`src/rtl/kd_pkg.sv`:
```
package kd_pkg;
  typedef struct packed {
    logic [2:0] kbd;   // [0] decoded scan, [1] n-key rollover, [2] unused here
    logic [1:0] disp;  // [0] 16 positions, [1] right entry
  } mode_t;
  localparam int MODE_W = $bits(mode_t);
endpackage

```
`src/rtl/kd_scan_timer.sv`:
```
module kd_scan_timer #(
  parameter int POS_W     = 4,
  parameter int NUM_POS   = 16,
  parameter int DIV_W     = 8,
  parameter int DIV_RESET = 3
) (
  input  logic             clk_i,
  input  logic             rst_ni,
  input  logic             clr_i,
  input  logic             div_we_i,
  input  logic [DIV_W-1:0] div_i,
  input  logic             size16_i,
  input  logic             decoded_i,
  output logic             tick_o,
  output logic [POS_W-1:0] cnt_o,
  output logic [POS_W-1:0] scan_o
);
  logic [DIV_W-1:0] div_q, pre_q;
  logic [POS_W-1:0] cnt_q, last;

  assign last   = decoded_i ? POS_W'(3) :
                  size16_i  ? POS_W'(NUM_POS-1) : POS_W'(NUM_POS/2-1);
  assign tick_o = (pre_q == div_q) && !clr_i && !div_we_i;
  assign cnt_o  = cnt_q;

  always_ff @(posedge clk_i or negedge rst_ni) begin
    if (!rst_ni) begin
      div_q <= DIV_W'(DIV_RESET);
      pre_q <= '0;
      cnt_q <= '0;
    end else begin
      if (div_we_i) div_q <= div_i;
      if (clr_i || div_we_i || tick_o) pre_q <= '0;
      else                             pre_q <= pre_q + 1'b1;
      if (clr_i)       cnt_q <= '0;
      else if (tick_o) cnt_q <= (cnt_q == last) ? '0 : cnt_q + 1'b1;
    end
  end

  always_comb begin
    for (int i = 0; i < POS_W; i++)
      scan_o[i] = decoded_i ? (cnt_q[1:0] != 2'(i)) : cnt_q[i];
  end
endmodule

```
`src/rtl/kd_disp_ram.sv`:
```
module kd_disp_ram #(
  parameter int POS_W   = 4,
  parameter int NUM_POS = 16,
  parameter int CHAR_W  = 8
) (
  input  logic              clk_i,
  input  logic              rst_ni,
  input  logic              clr_i,
  input  logic              we_i,
  input  logic [CHAR_W-1:0] data_i,
  input  logic              right_i,
  input  logic              size16_i,
  input  logic [POS_W-1:0]  rd_pos_i,
  output logic [CHAR_W-1:0] data_o
);
  logic [NUM_POS-1:0][CHAR_W-1:0] mem_q, shifted;
  logic [POS_W-1:0] wptr_q, last;

  assign last    = size16_i ? POS_W'(NUM_POS-1) : POS_W'(NUM_POS/2-1);
  assign shifted = {CHAR_W'(0), mem_q[NUM_POS-1:1]};
  assign data_o  = mem_q[rd_pos_i];

  always_ff @(posedge clk_i or negedge rst_ni) begin
    if (!rst_ni) begin
      mem_q  <= '0;
      wptr_q <= '0;
    end else if (clr_i) begin
      mem_q  <= '0;
      wptr_q <= '0;
    end else if (we_i) begin
      for (int p = 0; p < NUM_POS; p++) begin
        if (right_i) begin
          if (POS_W'(p) == last)     mem_q[p] <= data_i;
          else if (POS_W'(p) < last) mem_q[p] <= shifted[p];
        end else if (POS_W'(p) == wptr_q) begin
          mem_q[p] <= data_i;
        end
      end
      if (!right_i) wptr_q <= (wptr_q == last) ? '0 : wptr_q + 1'b1;
    end
  end
endmodule

```
`src/rtl/kd_key_detect.sv`:
```
module kd_key_detect #(
  parameter int POS_W    = 4,
  parameter int KEY_ROWS = 8,
  parameter int NUM_RET  = 8,
  localparam int ROW_W   = $clog2(KEY_ROWS),
  localparam int RET_W   = $clog2(NUM_RET)
) (
  input  logic                   clk_i,
  input  logic                   rst_ni,
  input  logic                   clr_i,
  input  logic                   tick_i,
  input  logic [POS_W-1:0]       pos_i,
  input  logic [NUM_RET-1:0]     ret_i,
  input  logic                   lockout_i,
  output logic                   push_o,
  output logic [ROW_W+RET_W-1:0] code_o
);
  logic [KEY_ROWS-1:0][NUM_RET-1:0] seen_q, acc_q;
  logic [ROW_W-1:0]   row;
  logic [RET_W-1:0]   col;
  logic [NUM_RET-1:0] closed, cand, hot;
  logic               row_ok, blocked;

  assign row     = pos_i[ROW_W-1:0];
  assign row_ok  = pos_i < POS_W'(KEY_ROWS);
  assign closed  = ~ret_i;
  assign cand    = closed & seen_q[row] & ~acc_q[row];
  assign blocked = lockout_i && (|acc_q);
  assign push_o  = tick_i && row_ok && (|cand) && !blocked;
  assign code_o  = {row, col};
  assign hot     = push_o ? (NUM_RET'(1) << col) : '0;

  always_comb begin
    col = '0;
    for (int c = NUM_RET-1; c >= 0; c--)
      if (cand[c]) col = RET_W'(c);
  end

  always_ff @(posedge clk_i or negedge rst_ni) begin
    if (!rst_ni) begin
      seen_q <= '0;
      acc_q  <= '0;
    end else if (clr_i) begin
      seen_q <= '0;
      acc_q  <= '0;
    end else if (tick_i && row_ok) begin
      seen_q[row] <= closed;
      acc_q[row]  <= (acc_q[row] & closed) | hot;
    end
  end
endmodule

```
`src/rtl/kd_key_fifo.sv`:
```
module kd_key_fifo #(
  parameter int WIDTH  = 6,
  parameter int DEPTH  = 8,
  localparam int PTR_W = $clog2(DEPTH),
  localparam int CNT_W = $clog2(DEPTH+1)
) (
  input  logic             clk_i,
  input  logic             rst_ni,
  input  logic             clr_ovr_i,
  input  logic             push_i,
  input  logic [WIDTH-1:0] data_i,
  input  logic             pop_i,
  output logic [WIDTH-1:0] head_o,
  output logic             not_empty_o,
  output logic             overrun_o,
  output logic [CNT_W-1:0] count_o
);
  logic [WIDTH-1:0] mem_q [DEPTH];
  logic [PTR_W-1:0] rd_q, wr_q;
  logic [CNT_W-1:0] cnt_q;
  logic full, do_push, do_pop;

  assign full        = cnt_q == CNT_W'(DEPTH);
  assign not_empty_o = cnt_q != '0;
  assign do_push     = push_i && !full;
  assign do_pop      = pop_i && not_empty_o;
  assign head_o      = mem_q[rd_q];
  assign count_o     = cnt_q;

  always_ff @(posedge clk_i or negedge rst_ni) begin
    if (!rst_ni) begin
      for (int i = 0; i < DEPTH; i++) mem_q[i] <= '0;
      rd_q      <= '0;
      wr_q      <= '0;
      cnt_q     <= '0;
      overrun_o <= 1'b0;
    end else begin
      if (do_push) begin
        mem_q[wr_q] <= data_i;
        wr_q <= (wr_q == PTR_W'(DEPTH-1)) ? '0 : wr_q + 1'b1;
      end
      if (do_pop) rd_q <= (rd_q == PTR_W'(DEPTH-1)) ? '0 : rd_q + 1'b1;
      if (do_push && !do_pop)      cnt_q <= cnt_q + 1'b1;
      else if (do_pop && !do_push) cnt_q <= cnt_q - 1'b1;
      if (clr_ovr_i)           overrun_o <= 1'b0;
      else if (push_i && full) overrun_o <= 1'b1;
    end
  end
endmodule

```
`src/rtl/keyscan_disp_ctrl.sv`:
```
module keyscan_disp_ctrl #(
  parameter int CHAR_W     = 8,
  parameter int NUM_POS    = 16,
  parameter int KEY_ROWS   = 8,
  parameter int NUM_RET    = 8,
  parameter int FIFO_DEPTH = 8,
  parameter int DIV_W      = 8,
  parameter int DIV_RESET  = 3,
  localparam int POS_W     = $clog2(NUM_POS),
  localparam int CODE_W    = $clog2(KEY_ROWS) + $clog2(NUM_RET),
  localparam int MODE_W    = kd_pkg::MODE_W
) (
  input  logic              clk_i,
  input  logic              rst_ni,
  input  logic              cmd_we_i,
  input  logic [MODE_W-1:0] cmd_mode_i,
  input  logic              div_we_i,
  input  logic [DIV_W-1:0]  div_i,
  input  logic              disp_we_i,
  input  logic [CHAR_W-1:0] disp_data_i,
  input  logic              key_rd_i,
  output logic [CODE_W-1:0] key_code_o,
  output logic              irq_o,
  output logic              overrun_o,
  output logic [POS_W-1:0]  scan_o,
  input  logic [NUM_RET-1:0] ret_i,
  output logic [CHAR_W-1:0] disp_o
);
  localparam int CNT_W = $clog2(FIFO_DEPTH+1);

  kd_pkg::mode_t    mode_q;
  logic             tick, push;
  logic [POS_W-1:0] pos;
  logic [CODE_W-1:0] code;
  logic [CNT_W-1:0] fifo_cnt;

  always_ff @(posedge clk_i or negedge rst_ni) begin
    if (!rst_ni)       mode_q <= '0;
    else if (cmd_we_i) mode_q <= kd_pkg::mode_t'(cmd_mode_i);
  end

  kd_scan_timer #(.POS_W(POS_W), .NUM_POS(NUM_POS), .DIV_W(DIV_W), .DIV_RESET(DIV_RESET)) u_timer (
    .clk_i, .rst_ni, .clr_i(cmd_we_i), .div_we_i, .div_i,
    .size16_i(mode_q.disp[0]), .decoded_i(mode_q.kbd[0]),
    .tick_o(tick), .cnt_o(pos), .scan_o);

  kd_disp_ram #(.POS_W(POS_W), .NUM_POS(NUM_POS), .CHAR_W(CHAR_W)) u_ram (
    .clk_i, .rst_ni, .clr_i(cmd_we_i), .we_i(disp_we_i && !cmd_we_i), .data_i(disp_data_i),
    .right_i(mode_q.disp[1]), .size16_i(mode_q.disp[0]), .rd_pos_i(pos), .data_o(disp_o));

  kd_key_detect #(.POS_W(POS_W), .KEY_ROWS(KEY_ROWS), .NUM_RET(NUM_RET)) u_keys (
    .clk_i, .rst_ni, .clr_i(cmd_we_i), .tick_i(tick), .pos_i(pos), .ret_i,
    .lockout_i(!mode_q.kbd[1]), .push_o(push), .code_o(code));

  kd_key_fifo #(.WIDTH(CODE_W), .DEPTH(FIFO_DEPTH)) u_fifo (
    .clk_i, .rst_ni, .clr_ovr_i(cmd_we_i), .push_i(push), .data_i(code), .pop_i(key_rd_i),
    .head_o(key_code_o), .not_empty_o(irq_o), .overrun_o, .count_o(fifo_cnt));
endmodule


```
`config.mk`:
```
export PLATFORM = sky130hd
export DESIGN_NAME = keyscan_disp_ctrl
export DESIGN_NICKNAME = d
export VERILOG_FILES = /design/src/rtl/kd_pkg.sv /design/src/rtl/kd_scan_timer.sv /design/src/rtl/kd_disp_ram.sv /design/src/rtl/kd_key_detect.sv /design/src/rtl/kd_key_fifo.sv /design/src/rtl/keyscan_disp_ctrl.sv
export SDC_FILE = /design/constraint.sdc
export NUM_CORES = 1
export LEC_CHECK = 0
export BUFFER_PORTS_ARGS = -buffer_cell sky130_fd_sc_hd__clkbuf_2
export CAP_MARGIN = 20
export CORE_UTILIZATION = 40
export CTS_CLUSTER_SIZE = 24
export DETAILED_ROUTE_END_ITERATION = 10
export MAX_ROUTING_LAYER = met4
export PLACE_DENSITY_LB_ADDON = 0.25
export SETUP_SLACK_MARGIN = 0.3
export SLEW_MARGIN = 20
export SYNTH_ARGS = -nofsm -noshare
export SYNTH_HDL_FRONTEND = slang
export SYNTH_SLANG_ARGS = --single-unit
```
`constraint.sdc`:
```
create_clock -name clk_i -period 3.2 [get_ports clk_i]
set_input_delay 0.32 -clock clk_i [delete_from_list [all_inputs] [get_ports clk_i]]
set_output_delay 0.32 -clock clk_i [all_outputs]
set_load 0.01 [all_outputs]
```
==> summary.txt, run 1 <==
STA
  – Final Setup Violations: 39
  – Worst Slack Setup Final: -0.271 ns
  – Fin Setup TNS: -6.16 ns
  – Fin. max-slew vios: 0
  – Final min period: 3.47 ns
  – Max_slew headroom: 25.2%
  – Maximum clock rate: 0.288 GHz
  – Fin crit share: 108%
  – Worst slew pin tran: around 1.1 ns
  – Setup Skew: about 0.02 ns
  – Worst Hold Slack: roughly 0.036 ns
  – RSZ-0062 raised after global routing: true
  – Final hold violations: 0

Run status
  – Failing checks: setup timing
  – Outcome: complete, but fails checks

Synth
  – Async SR Flop Fraction: 100%
  – Top-area cell type share of the netlist area: 48.3%
  – Count of cell types in the netlist: 73
  – Number of synthesized flops with an enable pin: 0
  – Register bit total from synthesis: around 340
  – Post-Syn Nets: 1,826
  – Largest cells by area after synthesis: dfrtp_1, a21oi_1, o21ai_0, nand3b_1, mux2_2
  – Register area share after synthesis: about half
  – Cells after Synth: 1,774
  – Main synth FF type: dfrtp_1
  – Synth area leader: dfrtp_1
  – Syn_area_per_cell: approximately 10 um^2
  – Yosys warning count: 0
  – Mapped Area: 0.0177 mm^2

Cells and area
  – Fin cells: around 2,600
  – Multi-input logic area: approximately 0.0091 mm^2
  – Area delta synth->final: 25.3%
  – Antenna fix cells: 0
  – Storage cell area: between 0.008 and 0.009 mm^2
  – # fillers: 3,895
  – Layout net count: 1,993
  – Design Area, Final: approximately 0.022 mm^2
  – Layout cells sized above 1: approximately 27%

GRT
  – Vias in the first global route: around 15,000
  – Overflow left after global routing: 0
  – First-pass GRT wire length: between 80,000 and 90,000 um
  – Largest net degree at the start of global routing: 134
  – Initial antenna violation count: 0
  – Gr usage total: between 20% and 30%

Route
  – Final ANT Viol Nets: 0
  – 1st-iter DRT viols: 1,286
  – # DRC: 0
  – Vias per cell: a little under 6
  – Routed Wire Length: between 50,000 and 60,000 um
  – Vias: 14,985
  – 1st-pass router iterations: 5
  – Wire per inst: around 22 um

Floorplan
  – Row count: 76
  – Die X: 212 um
  – Die area: about 0.045 mm^2
  – IO Pins: between 50 and 60
  – Core area: roughly 0.043 mm^2
  – Initial Util: roughly 41%
  – DIE HEIGHT: ~210 um

Power
  – LEAKAGE: 9.41 nW
  – Power Density: 484 mW/mm^2
  – Worst vdd ir: 0.410 mV

Clock tree
  – Clock Tree Buf Depth: 3
  – Clk root buf: clkbuf_16
  – Clock Latency Late Sink: between 0.5 and 0.6 ns
  – Clock Sink Count: 343
  – Clk slew on worst S/H paths: around 0.06 ns
  – TritonCTS clock tree: done
  – CTS buffer count: 39
  – H-tree depth: 2

Place
  – GPL Wtd Cong: a little over 0.9
  – IO buf count: 53
  – HPWL Detailed: roughly 36,000 um
  – Placed Cells: about 2,400
  – Placed Area: just under 0.02 mm^2

Critical path
  – Max FO, Critical Path: 6
  – CP Data Required Time: ~3.6 ns
  – Setup CP Type: reg -> reg
  – Arr. time, crit path: approximately 3.9 ns
  – Crit end category: flop
  – Startpoint types: flop

Hold path
  – Hold crit path type: in -> reg

Flow run
  – Max_cap viols: 0
cell usage after synthesis (26+ instances only):
library cell and instances:
dfrtp_1 341, a21oi_1 232, o21ai_0 213, nand3b_1 122, nor2_1 121, clkbuf_1 106, nand2_1 103, mux2_2 69
nand3_1 46, mux2i_1 45, mux4_2 30, a21o_1 26
layer usage:
layer,vias up,GRT usage (%),wire length (um)
li1,6788,-,-
met1,7497,35.0,24400
met2,586,39.6,26500
met3,114,4.34,3960
met4,0,8.93,1550
met5,-,-,0
flip-flops by register name (all words and copies together), names as in the netlist:
register and cells:
mode_q 4, u_fifo.count_o 4, u_fifo.mem_q 48, u_fifo.overrun_o 1
u_fifo.rd_q 3, u_fifo.wr_q 3, u_keys.acc_q 64, u_keys.seen_q 64
u_ram.mem_q 128, u_ram.wptr_q 4, u_timer.cnt_o 4, u_timer.div_q 8
u_timer.pre_q 8
layout by cell type (no fill, tap or decap), types with 8 or more instances in the layout:
master           n
o21ai_0        150
buf_4          155
inv_1           17
nand4_1          8
a21o_1          25
clkbuf_2        46
mux2_2          42
dfrtp_1        338
nand3_1         43
o21ai_2         22
xor2_1           9
clkbuf_16       41
a21oi_1        227
xnor2_1         13
a221oi_1         8
clkbuf_1         8
ha_1            14
nand2_1        103
a22oi_1         11
dlygate4sd3_1   12
nor2_1         116
mux4_2          30
nand3b_1       122
clkbuf_8         9
nor4_1          16
nor2b_1         12
and2_0           9
nand2b_1         9
mux2_4          34
mux2i_1         43
buf_12          17
a221oi_2         8
o21ai_1         49
buf_6           22
final cells by class:
class	instances	area share (%)
tap	585	3.30
sequential	343	38.8
clock inverter	11	0.452
inverter	21	0.407
timing repair buffer	270	10.9
multi-input combinational	1266	41.0
clock buffer	57	5.21
repair_timing:
action	in CTS	in global routing
endpoints found under the hold margin	73	0
hold buffers	12	0
cloned	5	1
setup buffers	27	15
pin swaps	21	31
endpoints found under the setup margin	120	127
resized for setup	135	113
worst paths after layout:
kind	from	end	slack [ns]	cells after the start
setup / recovery	u_timer.cnt_o[0]	u_fifo.mem_q[39]	-0.27	15
hold / removal	disp_data_i[1]	u_ram.mem_q[121]	0.04	3
setup reg to reg	u_timer.cnt_o[0]	u_fifo.mem_q[39]	-0.27	15
hold reg to reg	u_fifo.mem_q[3]	u_fifo.mem_q[3]	0.50	2
max in group asynchronous	rst_ni	u_fifo.mem_q[27]	1.72	3
min in group asynchronous	rst_ni	u_keys.seen_q[4]	0.31	2
metrics by stage:
| step | power (W) | util [%] | setup WS, ns |
|---|---|---|---|
| after detailed placement | 0.00632 | 44.9 | -0.325 |
| after CTS | 0.0108 | 50.0 | -0.210 |
| after global placement | 0.00628 | 44.9 | -0.320 |
| final | 0.0107 | 51.1 | -0.271 |
| after global routing | 0.0111 | 51.1 | -0.376 |
| after floorplan | 0.00581 | - | -0.0721 |
critical path, cell delays in order (launching register included):
cell and delay (ns):
dfrtp_4 0.52, buf_6 0.14, buf_12 0.13, buf_12 0.13, clkinvlp_4 0.13, o2bb2ai_2 0.09
a211oi_2 0.26, or3b_4 0.44, a41o_4 0.32, buf_4 0.13, buf_4 0.12, buf_6 0.12
buf_12 0.14, nor3b_4 0.21, buf_6 0.16, mux2_4 0.29
cells by family after synthesis:
| family | synth area share (%) |
|---|---|
| muxes | 11.3 |
| adders and majority gates | 1.25 |
| and+or+nand+nor | 15.4 |
| AOI/OAI and AO/OA | 18.4 |
| DFF | 48.6 |
| buffers and inverters | 3.89 |
| xor gates and xnor gates | 1.09 |
report_power, final:
| part | switching (W) | leakage (nW) | internal, W |
|---|---|---|---|
| Sequential | 0.000322 | 4.56 | 0.00464 |
| Combinational | 0.000753 | 4.24 | 0.000588 |
| Clock | 0.00184 | 0.616 | 0.00258 |
| Total | 0.00291 | 9.41 | 0.00781 |
(Power assumes the default switching activity.)
==> inputs of run 2 (changes only) <==
--- a/config.mk
+++ b/config.mk
@@ -7,9 +7,11 @@
 export LEC_CHECK = 0
 export BUFFER_PORTS_ARGS = -buffer_cell sky130_fd_sc_hd__clkbuf_2
 export CAP_MARGIN = 20
+export CORE_ASPECT_RATIO = 1.25
 export CORE_UTILIZATION = 40
 export CTS_CLUSTER_SIZE = 24
 export DETAILED_ROUTE_END_ITERATION = 10
+export GPL_TIMING_DRIVEN = 1
 export MAX_ROUTING_LAYER = met4
 export PLACE_DENSITY_LB_ADDON = 0.25
 export SETUP_SLACK_MARGIN = 0.3
==> summary.txt, run 2 (synthesis results as in run 1) <==
Cells and area
  – Top reg by flops: u_ram.mem_q
  – Util after Layout: 52.3% (+1.2 points)
  – Commonest non-fill, non-tap cells in the layout: dfrtp_1, a21oi_1, buf_4, o21ai_0, nand3b_1
  – Area delta synth->final: 28.4%
  – Max reg flops: 128 (unchanged)
  – Layout cells sized above 1: 29.2% (+2.1 points)
  – Storage cell area: 0.00859 mm^2 (unchanged)
  – Most common cell after layout, fill and taps aside: dfrtp_1
  – Antenna fix cells: 0 (unchanged)
  – Layout net count: 2,026 (+1.7%)
  – Multi-input logic area: 0.00917 mm^2 (+1.1%)
  – # fillers: 3,882 (-0.33%)
  – Largest regs: u_ram.mem_q x128, u_keys.acc_q x64, u_keys.seen_q x64

GRT
  – First-pass GRT wire length: 88,600 um (+2.0%)
  – Met1 Use GR: 32.6% (-2.5 points)
  – Initial antenna violation count: 0 (unchanged)
  – GRT busiest layer: met2
  – Largest net degree at the start of global routing: 161 (+20%)
  – Vias in the first global route: 15,199 (+3.0%)
  – GR Layer Usage met2: 42.5% (+3.0 points)
  – Overflow left after global routing: 0 (unchanged)
  – Gr usage total: 26.4% (+0.42 points)
  – Met3 usage in global routing: 3.19% (-1.2 points)

Flow run
  – Max_cap viols: 0 (unchanged)

Place
  – HPWL Detailed: 37,600 um (+4.4%)
  – IO buf count: 53 (unchanged)
  – GPL Wtd Cong: 0.949 (+2.0%)
  – Place WS: -0.289 ns (+0.0360 ns)

Critical path
  – Arr. time, crit path: 3.86 ns (-0.04 ns)
  – Worst stage delay on the critical path: 0.55 ns (+0.03 ns)
  – Crit end category: flop
  – Startpoint types: flop
  – Setup CP Type: reg -> reg
  – CP max stage cell: dfrtp_4
  – Max FO, Critical Path: 5 (-1)
  – Ordered list of cells on the worst path: buf_12 > buf_4 > mux4_2 > mux2i_1 > a311oi_1 > buf_4 > a2111oi_4 > a41o_4 > inv_6 > ha_4 > inv_4 > ha_4 > a21o_1 > a21oi_2 > xnor2_1 > nor2_1 > xor2_1
  – CP Data Required Time: 3.66 ns (+0.03 ns)

Power
  – Share of total power in the clock network: 43.3% (+2.1 points)
  – Internal power: 0.00813 W (+4.1%)
  – Power Density: 492 mW/mm^2 (+1.6%)
  – Net load switching power: 0.00304 W (+4.3%)
  – Seq pwr share: 44.5% (-1.8 points)
  – LEAKAGE: 9.73 nW (+3.3%)
  – Worst vdd ir: 0.382 mV (-7.1%)
  – Net Sw Frac: 27.2% (+0.039 points)
  – Combinational fraction of design power: 12.2% (-0.3 points)
  – Tot Pwr: 0.0112 W (+4.1%)

Hold path
  – Hold crit path type: in -> reg

Floorplan
  – Initial Util: 40.8% (about the same)
  – Core area: 0.0434 mm^2 (about the same)
  – DIE HEIGHT: 237 um (+12%)
  – Row count: 85 (+12%)
  – Die area: 0.0451 mm^2 (about the same)
  – IO Pins: 55 (unchanged)
  – Die X: 190 um (-10%)

Route
  – Vias: 15,354 (+2.5%)
  – Wire per inst: 22.6 um (+2.4%)
  – Vias per cell: 5.98 (+1.9%)
  – # DRC: 0 (unchanged)
  – 1st-pass router iterations: 6 (+1)
  – Routed Wire Length: 58,100 um (+3.0%)
  – 1st-iter DRT viols: 1,305 (+1.5%)
  – Final ANT Viol Nets: 0 (unchanged)

Run status
  – Failing checks: setup timing
  – Outcome: complete, but fails checks

Clock tree
  – TritonCTS clock tree: done
  – Clk root buf: clkbuf_16
  – H-tree depth: 2 (unchanged)
  – Clock Sink Count: 343 (unchanged)
  – CTS buffer count: 39 (unchanged)
  – Clk slew on worst S/H paths: 0.06 ns (about the same)
  – Clock Latency Late Sink: 0.59 ns (+0.02 ns)
  – Clock Tree Buf Depth: 3 (unchanged)

STA
  – Setup Skew: 0.0301 ns (+0.00954 ns)
  – Maximum clock rate: 0.295 GHz (+2.3%)
  – Final min period: 3.39 ns (-0.0783 ns)
  – Worst slew pin tran: 1.06 ns (-0.0597 ns)
  – Worst Slack Setup Final: -0.193 ns (+0.0782 ns)
  – Fin crit share: 106% (-2.4 points)
  – Max_slew headroom: 29.1% (+4.0 points)
  – Final Setup Violations: 23 (-41%)
  – Fin. max-slew vios: 0 (unchanged)
  – RSZ-0062 raised after global routing: true
  – Final hold violations: 0 (unchanged)
-- run 2: critical path: cells and delay by family, from the launching register on --
family,cells,cell delay [ns]
multiplexers,2,0.59
XOR/XNOR,2,0.26
flip-flops,1,0.55
AND/OR/NAND/NOR,1,0.07
buffers and inverters,5,0.55
adder cells (fa/ha/maj),2,0.34
AO/OA/AOI/OAI,5,0.91
-- run 2: layout make-up --
cell class / count / share of cell area (%)
clock buffer: 52 / 4.91
clock inverter: 18 / 1.16
inverter: 21 / 0.397
multi-input combinational: 1266 / 40.4
sequential: 343 / 37.8
tap: 565 / 3.11
timing repair buffer: 303 / 12.2
-- run 2: worst paths after layout --
kind,depth (start not counted),to,from,slack (ns)
max in group asynchronous,3,u_keys.acc_q[61],rst_ni,1.93
hold / removal,3,u_ram.mem_q[125],disp_data_i[5],0.02
hold reg to reg,2,u_fifo.mem_q[11],u_fifo.mem_q[11],0.50
setup / recovery,17,u_fifo.count_o[3],u_timer.cnt_o[0],-0.19
min in group asynchronous,2,u_ram.mem_q[44],rst_ni,0.37
setup reg to reg,17,u_fifo.count_o[3],u_timer.cnt_o[0],-0.19
-- run 2: metal layers --
| layer | wire length (um) | up-vias | share of wire (%) |
|---|---|---|---|
| li1 | - | 6863 | - |
| met1 | 23700 | 7741 | 41 |
| met2 | 28400 | 575 | 49 |
| met3 | 3100 | 175 | 5.3 |
| met4 | 2950 | 0 | 5.1 |
| met5 | 0 | - | 0 |
-- run 2: repair_timing --
item,4_1_cts,5_1_grt
pin swaps,26,39
endpoints found under the setup margin,118,120
gates cloned,2,7
hold buffers,14,0
hold endpoints to repair,102,0
buffers inserted,23,28
resized for setup,157,114
-- run 2: per-stage QoR --
stage | hold slack [ns] | area (um^2) | setup TNS, ns | instances
2_1_floorplan | 0.0244 | 17800 | -0.0721 | 1774
3_3_place_gp | 0.438 | 19600 | -3.53 | 2424
3_5_place_dp | 0.451 | 19600 | -2.99 | 2424
4_1_cts | 0.00470 | 22000 | -0.826 | 2533
5_1_grt | 0.0373 | 22700 | -4.26 | 2568
6_report | 0.0249 | 22700 | -1.95 | 2568
-- run 2: power groups by stage --
| stage | Clock (W) | Sequential, W | Combinational [W] |
|---|---|---|---|
| global placement | 0 | 0.00502 | 0.00127 |
| CTS | 0.00491 | 0.00496 | 0.00136 |
| floorplan | 0 | 0.00490 | 0.000912 |
| finish | 0.00484 | 0.00497 | 0.00136 |
| detailed placement | 0 | 0.00503 | 0.00130 |
| global route | 0.00508 | 0.00501 | 0.00152 |
